<file path="src/rtl/cad_pkg.sv">
package cad_pkg;

  // Strobes from the sequencer to the datapath
  typedef struct packed {
    logic load;     // capture request
    logic match;    // capture table lookup and subtract offset
    logic stepWr;   // write step result into working value
    logic useDiv;   // step result comes from the divider
    logic divInit;  // seed the divider
    logic divIter;  // one divider iteration
    logic stepSel;  // 0 first step, 1 second step
    logic finOk;    // publish a hit result
    logic finErr;   // publish a miss result
  } cadStrobe_t;

  // Granularity code to interleave bit position
  function automatic logic [4:0] granBit(input logic [1:0] code);
    logic [4:0] pos;
    unique case (code)
      2'd0: pos = 5'd6;
      2'd1: pos = 5'd8;
      2'd2: pos = 5'd12;
      default: pos = 5'd30;
    endcase
    return pos;
  endfunction

endpackage

</file>
<file path="src/rtl/cadTables.sv">
module cadTables #(
  parameter int ADDR_W = 46,
  parameter int NUM_ENT = 8,
  parameter int NUM_CH = 3,
  parameter int REGION_LSB = 26,
  localparam int ENT_W = $clog2(NUM_ENT),
  localparam int CH_W = $clog2(NUM_CH)
) (
  input  logic              clk,
  input  logic              rstN,
  input  logic              cfgWe,
  input  logic [1:0]        cfgSel,
  input  logic [ENT_W-1:0]  cfgEntry,
  input  logic [CH_W-1:0]   cfgChan,
  input  logic [31:0]       cfgData,
  input  logic [ADDR_W-1:0] lookAddr,
  input  logic [CH_W-1:0]   lookChan,
  output logic              hit,
  output logic [1:0]        hitSktCode,
  output logic [1:0]        hitChnCode,
  output logic [1:0]        hitSktK,
  output logic [1:0]        hitChnM1,
  output logic [19:0]       hitOffField
);

  localparam logic [63:0] REGION_MASK = (64'd1 << REGION_LSB) - 64'd1;

  // Only the fields the decode uses are stored
  logic [19:0] loField  [NUM_ENT];
  logic [1:0]  sktCode  [NUM_ENT];
  logic [1:0]  chnCode  [NUM_ENT];
  logic [19:0] hiField  [NUM_ENT];
  logic [1:0]  sktK     [NUM_ENT];
  logic [1:0]  chnM1    [NUM_ENT];
  logic [19:0] offField [NUM_ENT][NUM_CH];

  always_ff @(posedge clk) begin
    if (!rstN) begin
      for (int e = 0; e < NUM_ENT; e++) begin
        loField[e] <= '0;
        sktCode[e] <= '0;
        chnCode[e] <= '0;
        hiField[e] <= '0;
        sktK[e]    <= '0;
        chnM1[e]   <= '0;
        for (int c = 0; c < NUM_CH; c++) offField[e][c] <= '0;
      end
    end else if (cfgWe) begin
      unique case (cfgSel)
        2'd0: begin
          loField[cfgEntry] <= cfgData[31:12];
          chnCode[cfgEntry] <= cfgData[7:6];
          sktCode[cfgEntry] <= cfgData[5:4];
        end
        2'd1: begin
          hiField[cfgEntry] <= cfgData[31:12];
          sktK[cfgEntry]    <= cfgData[11:10];
          chnM1[cfgEntry]   <= cfgData[9:8];
        end
        2'd2: begin
          for (int c = 0; c < NUM_CH; c++)
            if (cfgChan == CH_W'(c)) offField[cfgEntry][c] <= cfgData[23:4];
        end
        default: ;
      endcase
    end
  end

  logic [NUM_ENT-1:0] hitVec;

  generate
    for (genvar g = 0; g < NUM_ENT; g++) begin : gEnt
      logic [ADDR_W-1:0] entLo;
      logic [ADDR_W-1:0] entHi;
      assign entLo = ADDR_W'(64'(loField[g]) << REGION_LSB);
      assign entHi = ADDR_W'((64'(hiField[g]) << REGION_LSB) | REGION_MASK);
      assign hitVec[g] = (lookAddr >= entLo) && (lookAddr <= entHi);
    end
  endgenerate

  logic [ENT_W-1:0] hitIdx;

  always_comb begin
    hitIdx = '0;
    for (int i = NUM_ENT - 1; i >= 0; i--)
      if (hitVec[i]) hitIdx = ENT_W'(i);
  end

  assign hit        = |hitVec;
  assign hitSktCode = sktCode[hitIdx];
  assign hitChnCode = chnCode[hitIdx];
  assign hitSktK    = sktK[hitIdx];
  assign hitChnM1   = chnM1[hitIdx];

  always_comb begin
    hitOffField = '0;
    for (int c = 0; c < NUM_CH; c++)
      if (lookChan == CH_W'(c)) hitOffField = offField[hitIdx][c];
  end

endmodule

</file>
<file path="src/rtl/cadDatapath.sv">
module cadDatapath import cad_pkg::*; #(
  parameter int ADDR_W = 46,
  parameter int NUM_CH = 3,
  parameter int REGION_LSB = 26,
  localparam int CH_W = $clog2(NUM_CH)
) (
  input  logic              clk,
  input  logic              rstN,
  input  cadStrobe_t        strb,
  input  logic [ADDR_W-1:0] reqAddr,
  input  logic [CH_W-1:0]   reqChan,
  input  logic              hit,
  input  logic [1:0]        hitSktCode,
  input  logic [1:0]        hitChnCode,
  input  logic [1:0]        hitSktK,
  input  logic [1:0]        hitChnM1,
  input  logic [19:0]       hitOffField,
  output logic [ADDR_W-1:0] lookAddr,
  output logic [CH_W-1:0]   lookChan,
  output logic              stepNeedsDiv,
  output logic [ADDR_W-1:0] outAddr,
  output logic [3:0]        outSkt,
  output logic [2:0]        outChn,
  output logic              outErr
);

  logic [ADDR_W-1:0] origAddr;
  logic [CH_W-1:0]   chanR;
  logic [ADDR_W-1:0] curV;
  logic [1:0]        sktCodeR, chnCodeR, sktKR, chnM1R;
  logic              chanFirst;
  logic [ADDR_W-1:0] divQ;
  logic [1:0]        divRem;

  assign lookAddr = origAddr;
  assign lookChan = chanR;

  logic [ADDR_W-1:0] offVal;
  assign offVal = ADDR_W'(64'(hitOffField) << REGION_LSB);

  // Which interleave the current step removes
  logic isChnStep;
  logic [4:0] gSh;
  logic [1:0] kSh;
  logic [1:0] chnK;
  logic [ADDR_W-1:0] lowSrc, lowMask, shiftRes, divRes, stepRes;

  always_comb begin
    unique case (chnM1R)
      2'd1: chnK = 2'd1;
      2'd3: chnK = 2'd2;
      default: chnK = 2'd0;
    endcase
  end

  assign isChnStep    = chanFirst ? !strb.stepSel : strb.stepSel;
  assign gSh          = granBit(isChnStep ? chnCodeR : sktCodeR);
  assign kSh          = isChnStep ? chnK : sktKR;
  assign stepNeedsDiv = isChnStep && (chnM1R == 2'd2);
  assign lowSrc       = chanFirst ? curV : origAddr;
  assign lowMask      = ~({ADDR_W{1'b1}} << gSh);
  assign shiftRes     = (((curV >> gSh) >> kSh) << gSh) | (lowSrc & lowMask);
  assign divRes       = (divQ << gSh) | (lowSrc & lowMask);
  assign stepRes      = strb.useDiv ? divRes : shiftRes;

  // Restoring divide-by-three, one quotient bit per cycle
  logic [2:0] trial;
  logic       trialGe;
  assign trial   = {divRem, divQ[ADDR_W-1]};
  assign trialGe = trial >= 3'd3;

  always_ff @(posedge clk) begin
    if (!rstN) begin
      origAddr  <= '0;
      chanR     <= '0;
      curV      <= '0;
      sktCodeR  <= '0;
      chnCodeR  <= '0;
      sktKR     <= '0;
      chnM1R    <= '0;
      chanFirst <= 1'b0;
      divQ      <= '0;
      divRem    <= '0;
      outAddr   <= '0;
      outSkt    <= '0;
      outChn    <= '0;
      outErr    <= 1'b0;
    end else begin
      if (strb.load) begin
        origAddr <= reqAddr;
        chanR    <= reqChan;
      end
      if (strb.match) begin
        curV      <= origAddr - offVal;
        sktCodeR  <= hitSktCode;
        chnCodeR  <= hitChnCode;
        sktKR     <= hitSktK;
        chnM1R    <= hitChnM1;
        chanFirst <= (hitChnM1 == 2'd2) && (granBit(hitSktCode) > granBit(hitChnCode));
      end
      if (strb.divInit) begin
        divQ   <= curV >> gSh;
        divRem <= '0;
      end else if (strb.divIter) begin
        divQ   <= {divQ[ADDR_W-2:0], trialGe};
        divRem <= trialGe ? 2'(trial - 3'd3) : trial[1:0];
      end
      if (strb.stepWr) curV <= stepRes;
      if (strb.finOk) begin
        outAddr <= stepRes;
        outSkt  <= 4'(5'd1 << sktKR);
        outChn  <= 3'(chnM1R) + 3'd1;
        outErr  <= 1'b0;
      end else if (strb.finErr) begin
        outAddr <= '0;
        outSkt  <= '0;
        outChn  <= '0;
        outErr  <= 1'b1;
      end
    end
  end

  // the running remainder of a divide by three never reaches three
  a_r6_rem_bound: assert property (@(posedge clk) disable iff (!rstN)
    divRem != 2'd3);

  // the captured request only changes on a load strobe
  a_r10_hold_req: assert property (@(posedge clk) disable iff (!rstN)
    !strb.load |=> $stable(origAddr));

  // a published hit carries legal way counts
  a_r3_ways_legal: assert property (@(posedge clk) disable iff (!rstN)
    strb.finOk |=> ($onehot(outSkt) && outChn != 3'd0 && !outErr));

  // a published miss clears the address
  a_r2_miss_zero: assert property (@(posedge clk) disable iff (!rstN)
    strb.finErr |=> (outErr && outAddr == '0));

  // hit is consumed only while matching
  logic unusedHit;
  assign unusedHit = hit;

endmodule

</file>
<file path="src/rtl/cadControl.sv">
module cadControl import cad_pkg::*; #(
  parameter int ADDR_W = 46,
  localparam int CNT_W = $clog2(ADDR_W)
) (
  input  logic       clk,
  input  logic       rstN,
  input  logic       reqValid,
  input  logic       hit,
  input  logic       stepNeedsDiv,
  output cadStrobe_t strb,
  output logic       busy,
  output logic       done
);

  typedef enum logic [2:0] {S_IDLE, S_MATCH, S_STEP, S_DIV, S_FIN} cadState_t;

  cadState_t state, stateNx;
  logic stepSel, stepSelNx;
  logic [CNT_W-1:0] cnt, cntNx;
  logic doneR;

  always_comb begin
    strb      = '0;
    stateNx   = state;
    stepSelNx = stepSel;
    cntNx     = cnt;
    strb.stepSel = stepSel;
    unique case (state)
      S_IDLE: begin
        if (reqValid) begin
          strb.load = 1'b1;
          stepSelNx = 1'b0;
          stateNx   = S_MATCH;
        end
      end
      S_MATCH: begin
        strb.match = 1'b1;
        if (hit) stateNx = S_STEP;
        else begin
          strb.finErr = 1'b1;
          stateNx     = S_IDLE;
        end
      end
      S_STEP: begin
        if (stepNeedsDiv) begin
          strb.divInit = 1'b1;
          cntNx        = CNT_W'(ADDR_W - 1);
          stateNx      = S_DIV;
        end else begin
          strb.stepWr = 1'b1;
          if (stepSel) begin
            strb.finOk = 1'b1;
            stateNx    = S_IDLE;
          end else stepSelNx = 1'b1;
        end
      end
      S_DIV: begin
        strb.divIter = 1'b1;
        if (cnt == '0) stateNx = S_FIN;
        else cntNx = cnt - 1'b1;
      end
      default: begin
        strb.stepWr = 1'b1;
        strb.useDiv = 1'b1;
        if (stepSel) begin
          strb.finOk = 1'b1;
          stateNx    = S_IDLE;
        end else begin
          stepSelNx = 1'b1;
          stateNx   = S_STEP;
        end
      end
    endcase
  end

  always_ff @(posedge clk) begin
    if (!rstN) begin
      state   <= S_IDLE;
      stepSel <= 1'b0;
      cnt     <= '0;
      doneR   <= 1'b0;
    end else begin
      state   <= stateNx;
      stepSel <= stepSelNx;
      cnt     <= cntNx;
      doneR   <= strb.finOk | strb.finErr;
    end
  end

  assign busy = (state != S_IDLE);
  assign done = doneR;

  // done lasts a single cycle
  a_r12_done_pulse: assert property (@(posedge clk) disable iff (!rstN)
    done |=> !done);

  // a divide always spends its full iteration count before finishing
  a_r9_div_exit: assert property (@(posedge clk) disable iff (!rstN)
    (state == S_DIV && cnt != '0) |=> state == S_DIV);

endmodule

</file>
<file path="src/rtl/chanDeinterleaver.sv">
module chanDeinterleaver import cad_pkg::*; #(
  parameter int ADDR_W = 46,
  parameter int NUM_ENT = 8,
  parameter int NUM_CH = 3,
  parameter int REGION_LSB = 26,
  localparam int ENT_W = $clog2(NUM_ENT),
  localparam int CH_W = $clog2(NUM_CH)
) (
  input  logic              clk,
  input  logic              rstN,
  input  logic              cfgWe,
  input  logic [1:0]        cfgSel,
  input  logic [ENT_W-1:0]  cfgEntry,
  input  logic [CH_W-1:0]   cfgChan,
  input  logic [31:0]       cfgData,
  input  logic              reqValid,
  input  logic [ADDR_W-1:0] reqAddr,
  input  logic [CH_W-1:0]   reqChan,
  output logic              busy,
  output logic              done,
  output logic              error,
  output logic [ADDR_W-1:0] chanAddr,
  output logic [3:0]        sktWays,
  output logic [2:0]        chanWays
);

  cadStrobe_t strb;
  logic hit, stepNeedsDiv;
  logic [1:0] hitSktCode, hitChnCode, hitSktK, hitChnM1;
  logic [19:0] hitOffField;
  logic [ADDR_W-1:0] lookAddr;
  logic [CH_W-1:0] lookChan;

  cadTables #(.ADDR_W(ADDR_W), .NUM_ENT(NUM_ENT), .NUM_CH(NUM_CH), .REGION_LSB(REGION_LSB)) u_tab (
    .clk(clk), .rstN(rstN),
    .cfgWe(cfgWe), .cfgSel(cfgSel), .cfgEntry(cfgEntry), .cfgChan(cfgChan), .cfgData(cfgData),
    .lookAddr(lookAddr), .lookChan(lookChan),
    .hit(hit), .hitSktCode(hitSktCode), .hitChnCode(hitChnCode),
    .hitSktK(hitSktK), .hitChnM1(hitChnM1), .hitOffField(hitOffField)
  );

  cadDatapath #(.ADDR_W(ADDR_W), .NUM_CH(NUM_CH), .REGION_LSB(REGION_LSB)) u_dp (
    .clk(clk), .rstN(rstN), .strb(strb),
    .reqAddr(reqAddr), .reqChan(reqChan),
    .hit(hit), .hitSktCode(hitSktCode), .hitChnCode(hitChnCode),
    .hitSktK(hitSktK), .hitChnM1(hitChnM1), .hitOffField(hitOffField),
    .lookAddr(lookAddr), .lookChan(lookChan), .stepNeedsDiv(stepNeedsDiv),
    .outAddr(chanAddr), .outSkt(sktWays), .outChn(chanWays), .outErr(error)
  );

  cadControl #(.ADDR_W(ADDR_W)) u_ctl (
    .clk(clk), .rstN(rstN), .reqValid(reqValid), .hit(hit),
    .stepNeedsDiv(stepNeedsDiv), .strb(strb), .busy(busy), .done(done)
  );

  // a miss result never carries an address or way counts
  a_r2_miss_outputs: assert property (@(posedge clk) disable iff (!rstN)
    (done && error) |-> (chanAddr == '0 && sktWays == 4'd0 && chanWays == 3'd0));

  // outputs hold between results
  a_r12_hold_outputs: assert property (@(posedge clk) disable iff (!rstN)
    !done |=> (done || ($stable(chanAddr) && $stable(error))));

endmodule

</file>
<file path="config.mk">
export PLATFORM = sky130hd
export DESIGN_NAME = chanDeinterleaver
export DESIGN_NICKNAME = d
export VERILOG_FILES = /design/src/rtl/cad_pkg.sv /design/src/rtl/cadTables.sv /design/src/rtl/cadDatapath.sv /design/src/rtl/cadControl.sv /design/src/rtl/chanDeinterleaver.sv
export SDC_FILE = /design/constraint.sdc
export NUM_CORES = 2
export LEC_CHECK = 0
export BUFFER_PORTS_ARGS = -buffer_cell sky130_fd_sc_hd__clkbuf_2
export CELL_PAD_IN_SITES_DETAIL_PLACEMENT = 1
export CELL_PAD_IN_SITES_GLOBAL_PLACEMENT = 1
export CORE_MARGIN = 2
export CORE_UTILIZATION = 30
export DETAILED_ROUTE_END_ITERATION = 12
export PLACE_DENSITY_LB_ADDON = 0.15
export SLEW_MARGIN = 10
export SYNTH_ARGS = -nofsm -noshare
export SYNTH_HDL_FRONTEND = slang
export SYNTH_HIERARCHICAL = 1
export SYNTH_SLANG_ARGS = --single-unit
</file>
<file path="constraint.sdc">
create_clock -name clk -period 8.26 [get_ports clk]
set_input_delay 1.239 -clock clk [delete_from_list [all_inputs] [get_ports clk]]
set_output_delay 1.239 -clock clk [all_outputs]
set_load 0.01 [all_outputs]
</file>
# Yosys cells after proc, flatten, opt, wreduce, memory -nomap -nowiden
# Memory sizes are Yosys's and may differ from the RTL's. A register that Yosys moved wholly into a read port is not among the register bits.
# Cells that the tools add are included.
# word_totals
mem_count	7
inputBits	91
ramBits	864
output_inout_bits	56
regBits	214
# memory_table
memory	depth	width	rd	rd_ports_with_merged_regs	write_ports	line	source
u_tab.offField	8	60	1	0	8	cadTables.sv:35	logic [19:0] offField [NUM_ENT][NUM_CH];
u_tab.hiField	8	20	8	0	8	cadTables.sv:32	logic [19:0] hiField [NUM_ENT];
u_tab.loField	8	20	8	0	8	cadTables.sv:29	logic [19:0] loField [NUM_ENT];
u_tab.chnCode	8	2	1	0	8	cadTables.sv:31	logic [1:0] chnCode [NUM_ENT];
u_tab.chnM1	8	2	1	0	8	cadTables.sv:34	logic [1:0] chnM1 [NUM_ENT];
u_tab.sktCode	8	2	1	0	8	cadTables.sv:30	logic [1:0] sktCode [NUM_ENT];
+1 memories	--	--	--	--	--	--	
# op_classes
n_reduce_logical	41
n_shift	6
n_addsub	4
order_cmp	18
n_bitwise	7
n_eq_ne	25
muxes	106
# ops
operator	count
>= comparator 46 bit	8
<= comparator 46 bit	8
2-to-1 mux 46 bit	8
2-to-1 mux 20 bit	5
bitwise OR 46 bit	2
<< shifter 46 x 5 -> 46 bit	2
2-to-1 mux 3 bit	22
2-to-1 mux 60 bit	1
OR reduction 60 bit	1
bitwise AND 46 bit	1
NOT 46 bit	1
<< shifter 46 x 5 -> 46 bit (first input constant)	1
>> shifter 46 x 2 -> 46 bit	1
>> shifter 46 x 5 -> 46 bit	1
subtractor 46 bit	1
case mux 5 bit (3 select lines)	3
2-to-1 mux 1 bit	44
OR reduction 20 bit	2
2-to-1 mux 5 bit	4
equality test 2 bit (second input constant)	9
2-to-1 mux 2 bit	9
equality test 2 x 1 -> 1 bit (second input constant)	7
OR reduction 2 bit	7
logical NOT 2 bit	6
other kinds (30)	53

# Logic depth before layout (Yosys ltp)
# An unclocked memory read counts as a cell.
# depth
word_depth	18
depth_mapped	26

# Modules after synthesis
# The synthesis kept the hierarchy.
# modules_own_cells
module	seq_area_each_um2	instances	area_per_inst_um2	cells_per_inst
cadTables	25944.9	1	45932.8	3837
cadDatapath	4103.9	1	17100.2	2014
cadControl	220.2	1	693.2	79

# Least setup slack after synthesis
# Ideal clock, no wire load.
# synth_timing
path_type	reg2reg
startpoint	reg u_dp.origAddr[27], in the netlist u_dp/lookAddr[27]
endpoint	reg u_dp.curV[45]
stages_incl_launch_ff	25
path_slack_ns	2.503
setup_ns	0.141
path_buffers	2
synth_period_minus_slack_ns	5.757
t_arrival_ns	5.616
path_cell_list	dfxtp_1 > ha_1 > nor2b_1 > o21a_1 > o21ai_0 > or4b_1 > a31oi_1 > o221ai_1 > a21oi_2 > buf_4 > buf_2 > mux2i_1 > mux2i_1 > o211ai_1 > inv_1 > ha_1 > nor2b_1 > o2111ai_1 > a31oi_1 > a41oi_1 > o31a_1 > a21oi_1 > nor2_1 > a2111oi_0 > a311oi_1
# synth_via
elab_chain_cells	17
elab_cells_between_ends	39
# synth_lines
element	line	source
from (decl)	cadDatapath.sv:27	logic [ADDR_W-1:0] origAddr;
from (signal assigned)	cadDatapath.sv:90	origAddr <= reqAddr;
>= comparator 46 bit or <= comparator 46 bit (tied branches)	cadTables.sv:77	assign hitVec[g] = (lookAddr >= entLo) && (lookAddr <= entHi);
logical AND 1 bit	cadTables.sv:77	
2-to-1 mux 3 bit (7 in series)	cadTables.sv:86	if (hitVec[i]) hitIdx = ENT_W'(i);
2-to-1 mux 3 bit (*)	cadTables.sv:86	
memory read (8 x 60 bit) (*)	--	
2-to-1 mux 20 bit (2 in series)	cadTables.sv:98	if (lookChan == CH_W'(c)) hitOffField = offField[hitIdx][c];
2-to-1 mux 20 bit (*)	cadTables.sv:98	
via hitOffField[1]	chanDeinterleaver.sv:30	logic [19:0] hitOffField;
subtractor 46 bit (*)	cadDatapath.sv:94	curV <= origAddr - offVal;
2-to-1 mux 46 bit (*)	cadDatapath.sv:93	if (strb.match) begin
2-to-1 mux 46 bit (*)	cadDatapath.sv:108	if (strb.stepWr) curV <= stepRes;
to (signal assigned)	cadDatapath.sv:94	
to (signal assigned)	cadDatapath.sv:108	
to (decl)	cadDatapath.sv:29	logic [ADDR_W-1:0] curV;
# Mark *: on every way through the listed nets, which the timed path passes. The rest lies on a longest branch. The select of a mux whose other input is x is not followed.
# A chain may end at the register's enable or synchronous reset.

# Final worst setup path
# layout_timing
startpoint	reg u_dp.origAddr[35], in the netlist u_dp/lookAddr[35]
endpoint	reg u_dp.curV[45]
# The elaborated chain is that of the path after synthesis.

==> results by group <==
Route
  – DRC errors left: 0
  – Total Routed Length: ~260000 µm
  – Initial DRC Count: 4115
  – Final ANT Viol Nets: 0
  – Drt first pass iters: 6
  – Wire length per cell: between 20 and 30 µm
  – Via density per instance: ~5.4
  – Vias: 48960

CTS
  – Post-CTS sizing: 0
  – CTS Sinks: ~1100
  – Hold_buf cts: 0
  – Clock tree root driver cell: clkbuf_16
  – Post-CTS Setup Inserts: 0
  – Skew-Pair Late Insertion Delay: 0.82 ns
  – H-tree Lvls: 4
  – Deepest clock path buffer count: 3
  – Reg clk slew, reported paths: 0.06 ns
  – CTS buffer count: 139
  – CTS tree: built

Synth
  – Synthesized instance count: a little under 6000
  – Synth top area share: about two fifths
  – Ranking of synthesized cells by area: edfxtp_1 41%, and2_1 8.6%, mux2i_1 7.2%
  – Synth Warn #: 6
  – Sequential cell area fraction in the yosys report: 47.50%
  – Commonest cells in the synthesized netlist: 876 x and2_1, 864 x edfxtp_1, 456 x mux2i_1, 378 x inv_1, 360 x ha_1
  – Syn Nets: 6382
  – Ys flop type: edfxtp_1
  – EDFF count, synth: 864
  – Top-count cell post-synth: and2_1
  – Distinct cells, synth: 113
  – Synthesized flop and latch total: 1080
  – Ys async rst share: 0%
  – Mapped Area: 63730 µm²
  – Cell accounting for the most synthesized area: edfxtp_1
  – Avg Inst Size Synth: ~11 µm²

Worst setup path
  – WP data required: 8.88 ns
  – R2R depth: 27
  – Critical path's slowest cell: dfxtp_2
  – Reg2reg start: u_dp/lookAddr[35]$_SDFFE_PN0P_
  – Setup crit end kind: register
  – Reg2reg end: u_dp/curV[45]$_SDFFE_PN0P_
  – Crit path launch type: register
  – Critical Path Fanout Max: 34
  – FF-to-FF setup slack: a little under 0.4 ns
  – Crit path DAT: 8.49 ns
  – Slowest stage delay, CP: between 0.6 and 0.7 ns
  – Setup crit end: u_dp/curV[45]$_SDFFE_PN0P_
  – Crit path launch: u_dp/lookAddr[35]$_SDFFE_PN0P_
  – Crit path top cell by count: buf_4
  – Setup CP Type: register to register

Timing
  – Headroom to the max-slew limit: 17.84%
  – Slew @ Worst Pin: 1.231 ns
  – Setup tns final: 0 ns
  – Part of the cycle the worst path needs: 95.26%
  – Fin Hold WS: 0.4607 ns
  – Clk_skew: 0.03976 ns
  – Minimum clock period: approximately 7.9 ns
  – Final Setup Violations: 0
  – Final Hold Fails: 0
  – Pins Over Slew Limit: 0
  – Max Fclk: 127.1 MHz
  – Final Worst Setup Slack: 0.3916 ns
  – RSZ-0062 raised after global routing: no

Floorplanning
  – Row cnt: 169
  – Initial core utilization: 30.11%
  – # IOs: 147
  – Die area: 216100 µm²
  – Die Ht: 464.9 µm
  – Die W: 464.9 µm
  – Core area: between 200000 and 250000 µm²

Place
  – Hpwl dp: roughly 180000 µm
  – GPL Wtd Cong: approximately 0.94
  – Placed cells: 8756
  – Pre-CTS WS: between 0.4 and 0.5 ns
  – I/O Buffers: 142

Power
  – Overall power: 19.16 mW
  – NetSw: 7.314 mW
  – Internal Pwr Total: 11.85 mW
  – VDD IR max: 0.2354 mV
  – Leakage: 28.65 nW
  – Power density over the cells: 261.9 nW/µm²
  – Switching Share: 38.17%
  – Reg power frac: 33.8%
  – Clk pwr share: a little over 30%
  – Power share of the combinational group: 35.4%

Flow run
  – Max-Cap Viols: 0

Finish
  – Area delta synth->final: 14.82%
  – Layout cells sized above 1: 15.00%
  – Fillers: 23310
  – Fin cells: 9029
  – Final net count: 6528

Run status
  – Outcome: completed

Min path
  – HP Class: register to register

GRT
  – Initial antenna violation count: 36
  – First-pass GRT wire length: around 360000 µm
  – Vias in the first global route: 49130
  – GRT Total Usage: 23.15%
  – Global route overflow: 0
  – Largest net degree at the start of global routing: 76
[cell usage in the layout, fill, tap and decap left out, types with 74 or more instances in the layout]
cell / Yosys / final
nor2_1: 323 / 309
nand3_1: 74 / 74
buf_4: 30 / 278
o21ai_0: 212 / 172
clkbuf_2: 0 / 141
nand2_1: 296 / 296
dfxtp_1: 216 / 208
and2_1: 876 / 876
ha_1: 360 / 355
inv_1: 378 / 376
edfxtp_1: 864 / 864
mux2_2: 109 / 109
a21oi_1: 206 / 206
a211oi_1: 105 / 105
mux2i_1: 456 / 456
nand4_1: 90 / 90
clkbuf_16: 0 / 139
[registers in the layout (all words and copies together), names as in the netlist, 3 cells and up]
register	cells
u_dp/outChn	3
u_tab/sktK	16
u_ctl/state	3
u_dp/divQ	46
u_tab/loField	160
u_ctl/cnt	6
u_tab/sktCode	16
u_dp/lookAddr	46
u_tab/offField	480
u_dp/outSkt	4
u_tab/chnM1	16
u_dp/curV	46
u_tab/chnCode	16
u_dp/outAddr	46
u_tab/hiField	160
[per-stage QoR]
stage	area, µm²	util [%]
CTS	73090	34.53
finish	73170	34.57
global route	73110	34.54
detailed placement	68750	32.48
floorplan	63730	-
global placement	68750	32.48
[how the worst min path moves through the flow]
stage                                        from  cells after the start  slack (ns)                             to
global route        u_dp/outAddr[20]$_SDFFE_PN0P_                      2        0.49  u_dp/outAddr[20]$_SDFFE_PN0P_
finish              u_dp/outAddr[33]$_SDFFE_PN0P_                      2        0.46  u_dp/outAddr[33]$_SDFFE_PN0P_
global placement    u_dp/outAddr[33]$_SDFFE_PN0P_                      2        0.45  u_dp/outAddr[33]$_SDFFE_PN0P_
floorplan           u_dp/chnCodeR[0]$_SDFFE_PN0P_                      2        0.45  u_dp/chnCodeR[0]$_SDFFE_PN0P_
detailed placement  u_dp/outAddr[33]$_SDFFE_PN0P_                      2        0.45  u_dp/outAddr[33]$_SDFFE_PN0P_
CTS                 u_dp/outAddr[33]$_SDFFE_PN0P_                      2        0.46  u_dp/outAddr[33]$_SDFFE_PN0P_
[cell families (layout without fill, tap and decap cells)]
group                    Yosys count  after routing  share of synthesized area, %
AND/OR/NAND/NOR                 1940           1940                         16.64
XOR/XNOR                          14             14                        0.2219
AO/OA/AOI/OAI                   1090           1090                         11.83
buffers and inverters            808           1058                         5.195
adder cells (fa/ha/maj)          361            361                         7.100
multiplexers                     637            637                         11.52
flip-flops                      1080           1080                         47.50
other                              0             28                             0
[power by group through the flow]
stage	clock [mW]	sequential [mW]	combinational, mW
4_1_cts	6.07	6.46	6.72
2_1_floorplan	0	6.43	3.89
5_1_grt	6.26	6.49	7.16
6_report	5.91	6.47	6.78
3_3_place_gp	0	6.56	6.65
3_5_place_dp	0	6.58	6.69
[critical path: cells and delay by family, from the launching register on]
kind,cells,cell delay [ns]
AOI/OAI and AO/OA,14,3.74
DFF,1,0.64
adders and majority gates,2,0.62
and+or+nand+nor,3,0.90
buffers and inverters,6,1.29
muxes,2,0.37
[per-layer routing]
layer  wire [µm]  GRT usage [%]  part of all wire, %
met3       14000          2.902                  5.5
met1      117000          32.52                   46
met5           0              0                    0
met4        5596          5.505                  2.2
met2      118600          37.69                   46
[cell type report]
type,instances,area (µm²),area share (%)
multi-input combinational,4042,30460,41.63
sequential,1080,30280,41.38
clock buffer,176,3687,5.040
tap,2821,3530,4.824
timing repair buffer,432,3053,4.173
inverter,381,1433,1.958
clock inverter,69,653.1,0.8926
antenna,28,70.07,0.09576
Power figures use the tool's default switching activity.
